===== src/rtl/pbs_pkg.sv =====
package pbs_pkg;
  localparam logic [31:0] PBS_SYNC_DEFAULT = 32'h7CD2_15D8;

  typedef enum logic [1:0] {
    ST_PREAMBLE = 2'd0,
    ST_SEARCH   = 2'd1,
    ST_LOCKED   = 2'd2
  } pbs_state_e;
endpackage


===== src/rtl/pbs_preamble_det.sv =====
module pbs_preamble_det #(
  parameter int PRE_LEN = 32,
  localparam int RUN_W = $clog2(PRE_LEN + 1)
) (
  input  logic clk,
  input  logic rst_n,
  input  logic bit_en,
  input  logic bit_in,
  output logic found
);
  logic [RUN_W-1:0] run_q, run_nxt;
  logic             prev_q;

  always_comb begin
    if (run_q == '0 || bit_in == prev_q) run_nxt = RUN_W'(1);
    else if (run_q == RUN_W'(PRE_LEN))   run_nxt = run_q;
    else                                 run_nxt = run_q + RUN_W'(1);
  end

  assign found = bit_en && (run_nxt >= RUN_W'(PRE_LEN));

  always_ff @(posedge clk) begin
    if (!rst_n) begin
      run_q  <= '0;
      prev_q <= 1'b0;
    end else if (bit_en) begin
      run_q  <= run_nxt;
      prev_q <= bit_in;
    end
  end
endmodule


===== src/rtl/pbs_sync_corr.sv =====
module pbs_sync_corr #(
  parameter int W   = 32,
  parameter int TOL = 2,
  localparam int CNT_W = $clog2(W + 1)
) (
  input  logic [W-1:0] pattern,
  input  logic [W-1:0] window,
  output logic         match
);
  logic [W-1:0]     diff;
  logic [CNT_W-1:0] errs;

  genvar g;
  generate
    for (g = 0; g < W; g++) begin : g_diff
      assign diff[g] = window[g] ^ pattern[g];
    end
  endgenerate

  always_comb begin
    errs = '0;
    for (int i = 0; i < W; i++) errs = errs + CNT_W'(diff[i]);
  end

  assign match = (errs <= CNT_W'(TOL));
endmodule


===== src/rtl/pbs_batch_pos.sv =====
module pbs_batch_pos #(
  parameter int W     = 32,
  parameter int WORDS = 17,
  localparam int BIT_W = $clog2(W),
  localparam int IDX_W = $clog2(WORDS)
) (
  input  logic             clk,
  input  logic             rst_n,
  input  logic             load,
  input  logic             adv,
  output logic [IDX_W-1:0] word_idx,
  output logic             word_end
);
  logic [BIT_W-1:0] bit_q;

  assign word_end = (bit_q == BIT_W'(W - 1));

  always_ff @(posedge clk) begin
    if (!rst_n) begin
      bit_q    <= '0;
      word_idx <= '0;
    end else if (load) begin
      bit_q    <= '0;
      word_idx <= IDX_W'(1);
    end else if (adv) begin
      if (word_end) begin
        bit_q    <= '0;
        word_idx <= (word_idx == IDX_W'(WORDS - 1)) ? '0 : word_idx + IDX_W'(1);
      end else begin
        bit_q <= bit_q + BIT_W'(1);
      end
    end
  end
endmodule


===== src/rtl/pager_batch_sync.sv =====
module pager_batch_sync
  import pbs_pkg::*;
#(
  parameter int CW_W       = 32,
  parameter int FRAMES     = 8,
  parameter int SLOTS      = 2,
  parameter int PRE_LEN    = 32,
  parameter int SYNC_TOL   = 2,
  parameter int MISS_LIMIT = 2,
  parameter logic [CW_W-1:0] SYNC_PAT = CW_W'(PBS_SYNC_DEFAULT),
  localparam int WORDS   = 1 + FRAMES * SLOTS,
  localparam int IDX_W   = $clog2(WORDS),
  localparam int FRAME_W = (FRAMES > 1) ? $clog2(FRAMES) : 1,
  localparam int SLOT_W  = (SLOTS > 1) ? $clog2(SLOTS) : 1,
  localparam int MISS_W  = $clog2(MISS_LIMIT + 1)
) (
  input  logic               clk,
  input  logic               rst_n,
  input  logic               bit_en,
  input  logic               bit_in,
  output logic               locked,
  output logic               cw_valid,
  input  logic               cw_ready,
  output logic [CW_W-1:0]    cw_data,
  output logic [FRAME_W-1:0] cw_frame,
  output logic [SLOT_W-1:0]  cw_slot,
  output logic               cw_is_msg
);
  pbs_state_e        state_q;
  logic [CW_W-1:0]   sr_q, sr_nxt;
  logic [MISS_W-1:0] miss_q;
  logic              sync_ok, pre_found;
  logic              acquire, adv, word_end, emit, sync_slot;
  logic [IDX_W-1:0]  word_idx, cw_pos;
  int unsigned       cw_pos_i;

  assign sr_nxt = {sr_q[CW_W-2:0], bit_in};

  always_ff @(posedge clk) begin
    if (!rst_n)      sr_q <= '0;
    else if (bit_en) sr_q <= sr_nxt;
  end

  pbs_preamble_det #(.PRE_LEN(PRE_LEN)) u_pre (
    .clk   (clk),
    .rst_n (rst_n),
    .bit_en(bit_en),
    .bit_in(bit_in),
    .found (pre_found)
  );

  pbs_sync_corr #(.W(CW_W), .TOL(SYNC_TOL)) u_corr (
    .pattern(SYNC_PAT),
    .window (sr_nxt),
    .match  (sync_ok)
  );

  assign acquire = bit_en && (state_q == ST_SEARCH) && sync_ok;
  assign adv     = bit_en && (state_q == ST_LOCKED);

  pbs_batch_pos #(.W(CW_W), .WORDS(WORDS)) u_pos (
    .clk     (clk),
    .rst_n   (rst_n),
    .load    (acquire),
    .adv     (adv),
    .word_idx(word_idx),
    .word_end(word_end)
  );

  assign sync_slot = adv && word_end && (word_idx == '0);
  assign emit      = adv && word_end && (word_idx != '0);

  // state machine: preamble hunt, sync search, locked with miss counting
  always_ff @(posedge clk) begin
    if (!rst_n) begin
      state_q <= ST_PREAMBLE;
      miss_q  <= '0;
    end else if (bit_en) begin
      unique case (state_q)
        ST_PREAMBLE: if (pre_found) state_q <= ST_SEARCH;
        ST_SEARCH: if (sync_ok) begin
          state_q <= ST_LOCKED;
          miss_q  <= '0;
        end
        ST_LOCKED: if (sync_slot) begin
          if (sync_ok) begin
            miss_q <= '0;
          end else if (miss_q == MISS_W'(MISS_LIMIT - 1)) begin
            state_q <= ST_SEARCH;
            miss_q  <= '0;
          end else begin
            miss_q <= miss_q + MISS_W'(1);
          end
        end
        default: state_q <= ST_PREAMBLE;
      endcase
    end
  end

  assign locked = (state_q == ST_LOCKED);

  // positional frame/slot derived from word index within the batch
  assign cw_pos   = word_idx - IDX_W'(1);
  assign cw_pos_i = int'(cw_pos);

  always_ff @(posedge clk) begin
    if (!rst_n) begin
      cw_valid  <= 1'b0;
      cw_data   <= '0;
      cw_frame  <= '0;
      cw_slot   <= '0;
      cw_is_msg <= 1'b0;
    end else if (emit) begin
      cw_valid  <= 1'b1;
      cw_data   <= sr_nxt;
      cw_frame  <= FRAME_W'(cw_pos_i / SLOTS);
      cw_slot   <= SLOT_W'(cw_pos_i % SLOTS);
      cw_is_msg <= sr_nxt[CW_W-1];
    end else if (cw_ready) begin
      cw_valid <= 1'b0;
    end
  end
endmodule


===== config.mk =====
export PLATFORM = sky130hd
export DESIGN_NAME = pager_batch_sync
export DESIGN_NICKNAME = d
export VERILOG_FILES = /design/src/rtl/pbs_pkg.sv /design/src/rtl/pbs_preamble_det.sv /design/src/rtl/pbs_sync_corr.sv /design/src/rtl/pbs_batch_pos.sv /design/src/rtl/pager_batch_sync.sv
export SDC_FILE = /design/constraint.sdc
export NUM_CORES = 1
export LEC_CHECK = 0
export ABC_AREA = 1
export BUFFER_PORTS_ARGS = -buffer_cell sky130_fd_sc_hd__buf_2
export CORE_ASPECT_RATIO = 1.4
export CORE_MARGIN = 2
export CORE_UTILIZATION = 45
export DETAILED_ROUTE_END_ITERATION = 10
export PLACE_DENSITY = 0.68
export SETUP_SLACK_MARGIN = 0.15
export SYNTH_ARGS = -nofsm -noshare
export SYNTH_HDL_FRONTEND = slang
export SYNTH_HIERARCHICAL = 1
export SYNTH_SLANG_ARGS = --single-unit

===== constraint.sdc =====
create_clock -name clk -period 9.15 [get_ports clk]
set_input_delay 0.915 -clock clk [delete_from_list [all_inputs] [get_ports clk]]
set_output_delay 0.915 -clock clk [all_outputs]
set_load 0.02 [all_outputs]

Yosys cells after proc, flatten, opt, wreduce, memory -nomap -nowiden
Index checks and enable logic that the tools add are counted.
Storage, ports and cells
  flip-flop bits (word level): 90
  bits of input ports: 5
  output and inout port bits: 39
Cells by class
  add/sub/neg operators: 36
  magnitude comparators: 2
  eq/ne operators: 12
  muxes and demuxes: 20
  bitwise gates (word level): 17
  reductions and logical operators: 21
Operator list (number)
  $add A6 B1 Y6: 29
  $mux W2: 9
  $not A1 Y1: 17
  $mux W6: 2
  $add A5 B1 Y5 const B: 2
  $eq A5 B5 Y1 const B: 2
  $mux W5: 2
  $reduce_bool A2 Y1: 4
  $logic_and A1 B1 Y1: 7
  $add A6 B1 Y6 const B: 1
  $eq A6 B6 Y1 const B: 1
  $ge A6 B6 Y1 const B: 1
  $le A6 B2 Y1 const B: 1
  $logic_not A6 Y1: 1
  $ne A2 B2 Y1 const B: 3
  $pmux W2 S3: 1
  $reduce_and A6 Y1: 1
  $logic_not A5 Y1: 1
  $mux W1: 5
  $reduce_bool A5 Y1: 1
  $eq A2 B1 Y1 const B: 2
  $ne A2 B1 Y1 const B: 2
  $pmux W2 S2: 1
  $reduce_and A2 Y1: 2
  other kinds (10): 10

Depth between registers and ports, before layout
  depth after elaboration: 35
  gate-level depth with buffers: 27

Cells and area by module
The synthesis kept the hierarchy.
By module, submodules not included
  pager_batch_sync: instances 1, cells an instance 356, area each 2716.4 um^2, sequential area each 1441.4 um^2
  pbs_sync_corr: instances 1, cells an instance 102, area each 1073.5 um^2, sequential area each 0.0 um^2
  pbs_batch_pos: instances 1, cells an instance 76, area each 564.3 um^2, sequential area each 200.2 um^2
  pbs_preamble_det: instances 1, cells an instance 67, area each 441.7 um^2, sequential area each 140.1 um^2

Worst setup path after synthesis
OpenSTA, ideal clock, no wires.
  path kind: input port to flip-flop
  start point: input bit_in
  end point: register u_pos.word_idx[4]
  setup time: 118 ps
  data arrival time: 6532 ps
  data required time: 9032 ps
  setup slack: 2499 ps
  cell stages on the path: 23
  buffers on the path: 0
  path through: xnor2_1 > fa_1 > fa_1 > fa_1 > fa_1 > fa_1 > fa_1 > fa_1 > fa_1 > inv_1 > ha_1 > fa_1 > nand2_1 > nand2_1 > nor2_1 > nand2_1 > nor2_2 > nand4_1 > inv_1 > inv_1 > nand2_1 > o21bai_1 > nor2_1
On the way
  word-level cells in the longest chain between the ends: 34
Ends and longest elaborated chain
  start, declared: RTL line pager_batch_sync.sv:20  | input logic bit_in,
  $add A1 B1 Y2: RTL line pbs_sync_corr.sv:22  | for (int i = 0; i < W; i++) errs = errs + CNT_W'(diff[i]);
  $add A2 B1 Y3: RTL line pbs_sync_corr.sv:22
  $add A6 B1 Y6 (29 in a row): RTL line pbs_sync_corr.sv:22
  $le A6 B2 Y1: RTL line pbs_sync_corr.sv:25  | assign match = (errs <= CNT_W'(TOL));
  named net sync_ok: RTL line pager_batch_sync.sv:32  | logic sync_ok, pre_found;
  $logic_and A1 B1 Y1: RTL line pager_batch_sync.sv:58  | assign acquire = bit_en && (state_q == ST_SEARCH) && sync_ok;
  named net acquire: RTL line pager_batch_sync.sv:33  | logic acquire, adv, word_end, emit, sync_slot;
  $reduce_or A2 Y1 (no source line)
  end signal, assigned: RTL line pbs_batch_pos.sv:28  | word_idx <= (word_idx == IDX_W'(WORDS - 1)) ? '0 : word_idx + IDX_W'(1);
  end, declared: RTL line pbs_batch_pos.sv:11  | output logic [IDX_W-1:0] word_idx,
The timed path passes the listed nets, and every way through them passes these cells.
A chain may end at the register's enable or synchronous reset.

Worst setup path after layout
  start point: input bit_in
  end point: register state_q[1]
On the way
  word-level cells in the longest chain between the ends: 34
Ends and longest elaborated chain
  $add A1 B1 Y2 *: RTL line pbs_sync_corr.sv:22
  $add A2 B1 Y3 *: RTL line pbs_sync_corr.sv:22
  $add A6 B1 Y6 * (29 in a row): RTL line pbs_sync_corr.sv:22
  $le A6 B2 Y1 *: RTL line pbs_sync_corr.sv:25
  named net sync_ok: RTL line pager_batch_sync.sv:32
  $ne A2 B2 Y1 (no source line)
  $reduce_and A6 Y1 (no source line) *
  end signal, assigned: RTL line pager_batch_sync.sv:76  | state_q <= ST_PREAMBLE;
  end signal, assigned: RTL line pager_batch_sync.sv:80  | ST_PREAMBLE: if (pre_found) state_q <= ST_SEARCH;
  end signal, assigned: RTL line pager_batch_sync.sv:82  | state_q <= ST_LOCKED;
  end, declared: RTL line pager_batch_sync.sv:29  | pbs_state_e state_q;
The timed path passes the listed nets; every way through them passes the cells marked *.

==> metrics <==
die area 11500 um^2; Pwr Density 304 nW/um^2; Comb pwr share 0.537; max-cap viol count 0; # H-tree levels 3; Row Count 44; io pins 44; Crit Path Max Fanout 6; gr usage total 0.170; Final TNS setup 0 ns; Cell Area, Placed 5160 um^2; Routability Congestion 0.798; DRC 0; Met2 Routed Length 4780 um; Switching Fraction 0.398; Fin. Hold Viols 0; Critical Path RT 9.39 ns; R2R depth 24; # diodes 0; run status complete, no violations; Mapped Cells 601; Slew headroom 0.371; main flop type after synthesis dfxtp_1; Core Region 10400 um^2; R2R setup slack 2.70 ns; CTS Buf Count 9; Hold Path Class reg -> reg; area leader, netlist dfxtp_1; Hold Buf Count CTS 0; Initial Util 0.461; Final min period 6.82 ns; post_cts resized 0; Post-synth ARST share 0; largest net degree at the start of global routing 77; fin. max-slew vios 0; fill cell count 1017; final setup violation count 0; net load switching power 661 uW; Hold Crit Depth 2; Worst setup EP type flip-flop; Flop pwr share 0.246; Yosys top cell area share 0.372; port bufs 43; Netlist cell types 35; GRT overflow 0; Top Layer Used met4; Post-CTS Setup Inserts 0; Layout Cell Area excl Fill 5460 um^2; CTS tree built; Seq/Total Area, Yosys 0.372; Max clock buf depth 2; RSZ-0062 raised after global routing false; vias in the first global route 3647; Int Power 1.00 mW; Die Span Y 126 um; root buffer cell clkbuf_16; vias per cell 4.67; CP arrival 7.05 ns; DR vias 3765; Skew-Pair Late Insertion Delay 0.34 ns; Avg WL per Cell 11.2 um; Area Overhead vs Synth 13.8%; Avg Cell Area, Syn 7.98 um^2; DRT antenna net count 0; first-pass detailed-route iteration total 4; first-pass GRT wire length 16000 um; Post-synth EDFFs 0; initial antenna violation count 0; Tcrit/Tclk final 0.745; Initial DRC Count 175; final wirelength 9040 um; peak supply drop 0.290 mV; CP startpoint kind primary input; Slew @ Worst Pin 0.943 ns; die width 91.3 um; clock sinks 89; leakage power 2.46 nW; Layout Skew 0.00417 ns; met3 WL 280 um; area of the mapped netlist 4800 um^2; f_max 0.147 GHz; clock-pin slew on the worst setup and hold paths 0.06 ns; Syn. warnings 6; Clock power frac 0.218; DP HPWL 6560 um; layout cells sized above 1 0.121; flops & latches, synth 89; type of the worst setup path in -> reg; fin nets 714; Routed met1 length 3840 um; top cells by area, synth dfxtp_1 (37%), nor2_1 (13%), fa_1 (10%), o21ai_0 (7.2%), ha_1 (5.5%)
kinds of logic (layout without fill, tap and decap cells):
group / Yosys count / in the layout / share of synthesized area
xor gates and xnor gates: 36 / 36 / 0.0657
buffers and inverters: 80 / 117 / 0.0754
adders and majority gates: 46 / 46 / 0.159
and+or+nand+nor: 256 / 256 / 0.223
AOI/OAI and AO/OA: 92 / 92 / 0.103
DFF: 89 / 89 / 0.372
other: 2 / 32 / 0.00157
cell usage in the layout (no fill, tap or decap):
cell type	count
fa_1	25
clkbuf_16	9
xor2_1	7
nand3_1	15
xnor2_1	29
nand3b_1	1
o21ai_1	2
clkinv_4	1
a21oi_1	13
conb_1	32
buf_4	1
clkinv_1	1
o21bai_1	2
nor3_1	1
nand4_1	2
bufinv_16	1
inv_2	2
o21ai_0	69
nand3_4	1
nor3b_1	1
a21boi_1	2
inv_6	2
nand2_2	2
ha_1	21
o21bai_2	1
inv_1	53
o21ai_4	1
nand3_2	3
nand2_1	57
clkinv_2	3
nor2_4	1
nand2_4	1
nor3_4	1
buf_2	43
nor2_1	165
a21oi_2	2
nor2_2	5
dfxtp_1	89
clkinvlp_4	1
cell usage after synthesis (3+ instances only):
| cell type | n |
|---|---|
| nor2_1 | 165 |
| dfxtp_1 | 89 |
| o21ai_0 | 69 |
| nand2_1 | 57 |
| inv_1 | 53 |
| xnor2_1 | 29 |
| fa_1 | 25 |
| ha_1 | 21 |
| nand3_1 | 15 |
| a21oi_1 | 13 |
| clkbuf_1 | 13 |
| xor2_1 | 7 |
| buf_4 | 5 |
| buf_6 | 5 |
| nor2_2 | 5 |
| nand3_2 | 3 |
per-layer routing:
layer,global-route usage,up-vias
li1,-,1969
met1,0.194,1730
met2,0.303,58
met3,0.0478,8
met4,0.0588,0
met5,0,-
worst paths after layout:
kind | from | to
hold / removal | miss_q[1]$_SDFFE_PN0P_ | miss_q[1]$_SDFFE_PN0P_
setup / recovery | bit_in | state_q[1]$_SDFFE_PN0P_
hold reg to reg | miss_q[1]$_SDFFE_PN0P_ | miss_q[1]$_SDFFE_PN0P_
setup reg to reg | sr_q[0]$_SDFFE_PN0P_ | state_q[1]$_SDFFE_PN0P_
state kept, by name, indices dropped and copies added (netlist names):
| name | flops |
|---|---|
| cw_data | 32 |
| sr_q | 31 |
| u_pre/run_q | 6 |
| u_pos/bit_q | 5 |
| u_pos/word_idx | 5 |
| cw_frame | 3 |
| miss_q | 2 |
| state_q | 2 |
| cw_slot | 1 |
| cw_valid | 1 |
| u_pre/prev_q | 1 |
power by group through the flow:
stage	clock network, mW	logic [mW]	registers, mW
after global routing	0.390	1.06	0.409
final	0.362	0.891	0.408
after CTS	0.372	0.915	0.408
after floorplan	0	0.723	0.414
after global placement	0	0.840	0.416
after detailed placement	0	0.903	0.416
per-stage QoR:
stage               cells  hold slack [ns]  power [mW]  worst slack, ns  utilization
global route          806            0.483        1.86             1.90        0.524
floorplan             631            0.415        1.14             2.50            -
global placement      790            0.438        1.26             2.11        0.496
detailed placement    790            0.447        1.32             1.96        0.496
CTS                   806            0.456        1.70             2.32        0.524
finish                806            0.457        1.66             2.33        0.524
critical path: stages:
cell,delay [ns]
buf_2,0.14
xnor2_1,0.21
fa_1,0.46
fa_1,0.58
fa_1,0.43
fa_1,0.47
fa_1,0.54
fa_1,0.44
fa_1,0.52
fa_1,0.55
inv_1,0.04
ha_1,0.21
fa_1,0.44
nand2_1,0.07
nand2_1,0.05
nor2_1,0.08
nand2_1,0.06
nor2_2,0.15
inv_1,0.08
nand3_1,0.08
nand3_1,0.08
nor2_1,0.21
nand3_1,0.12
nand2_1,0.08
nor2_1,0.04
cell type report:
class	instances	area, um^2	area share
multi-input cells	462	2770	0.507
clock inverters	7	70.1	0.0128
flip-flops and latches	89	1780	0.327
repair buffers	44	223	0.0408
inverters	57	219	0.0401
clock buffers	9	225	0.0413
well taps	138	173	0.0316
Power figures use the tool's default switching activity.
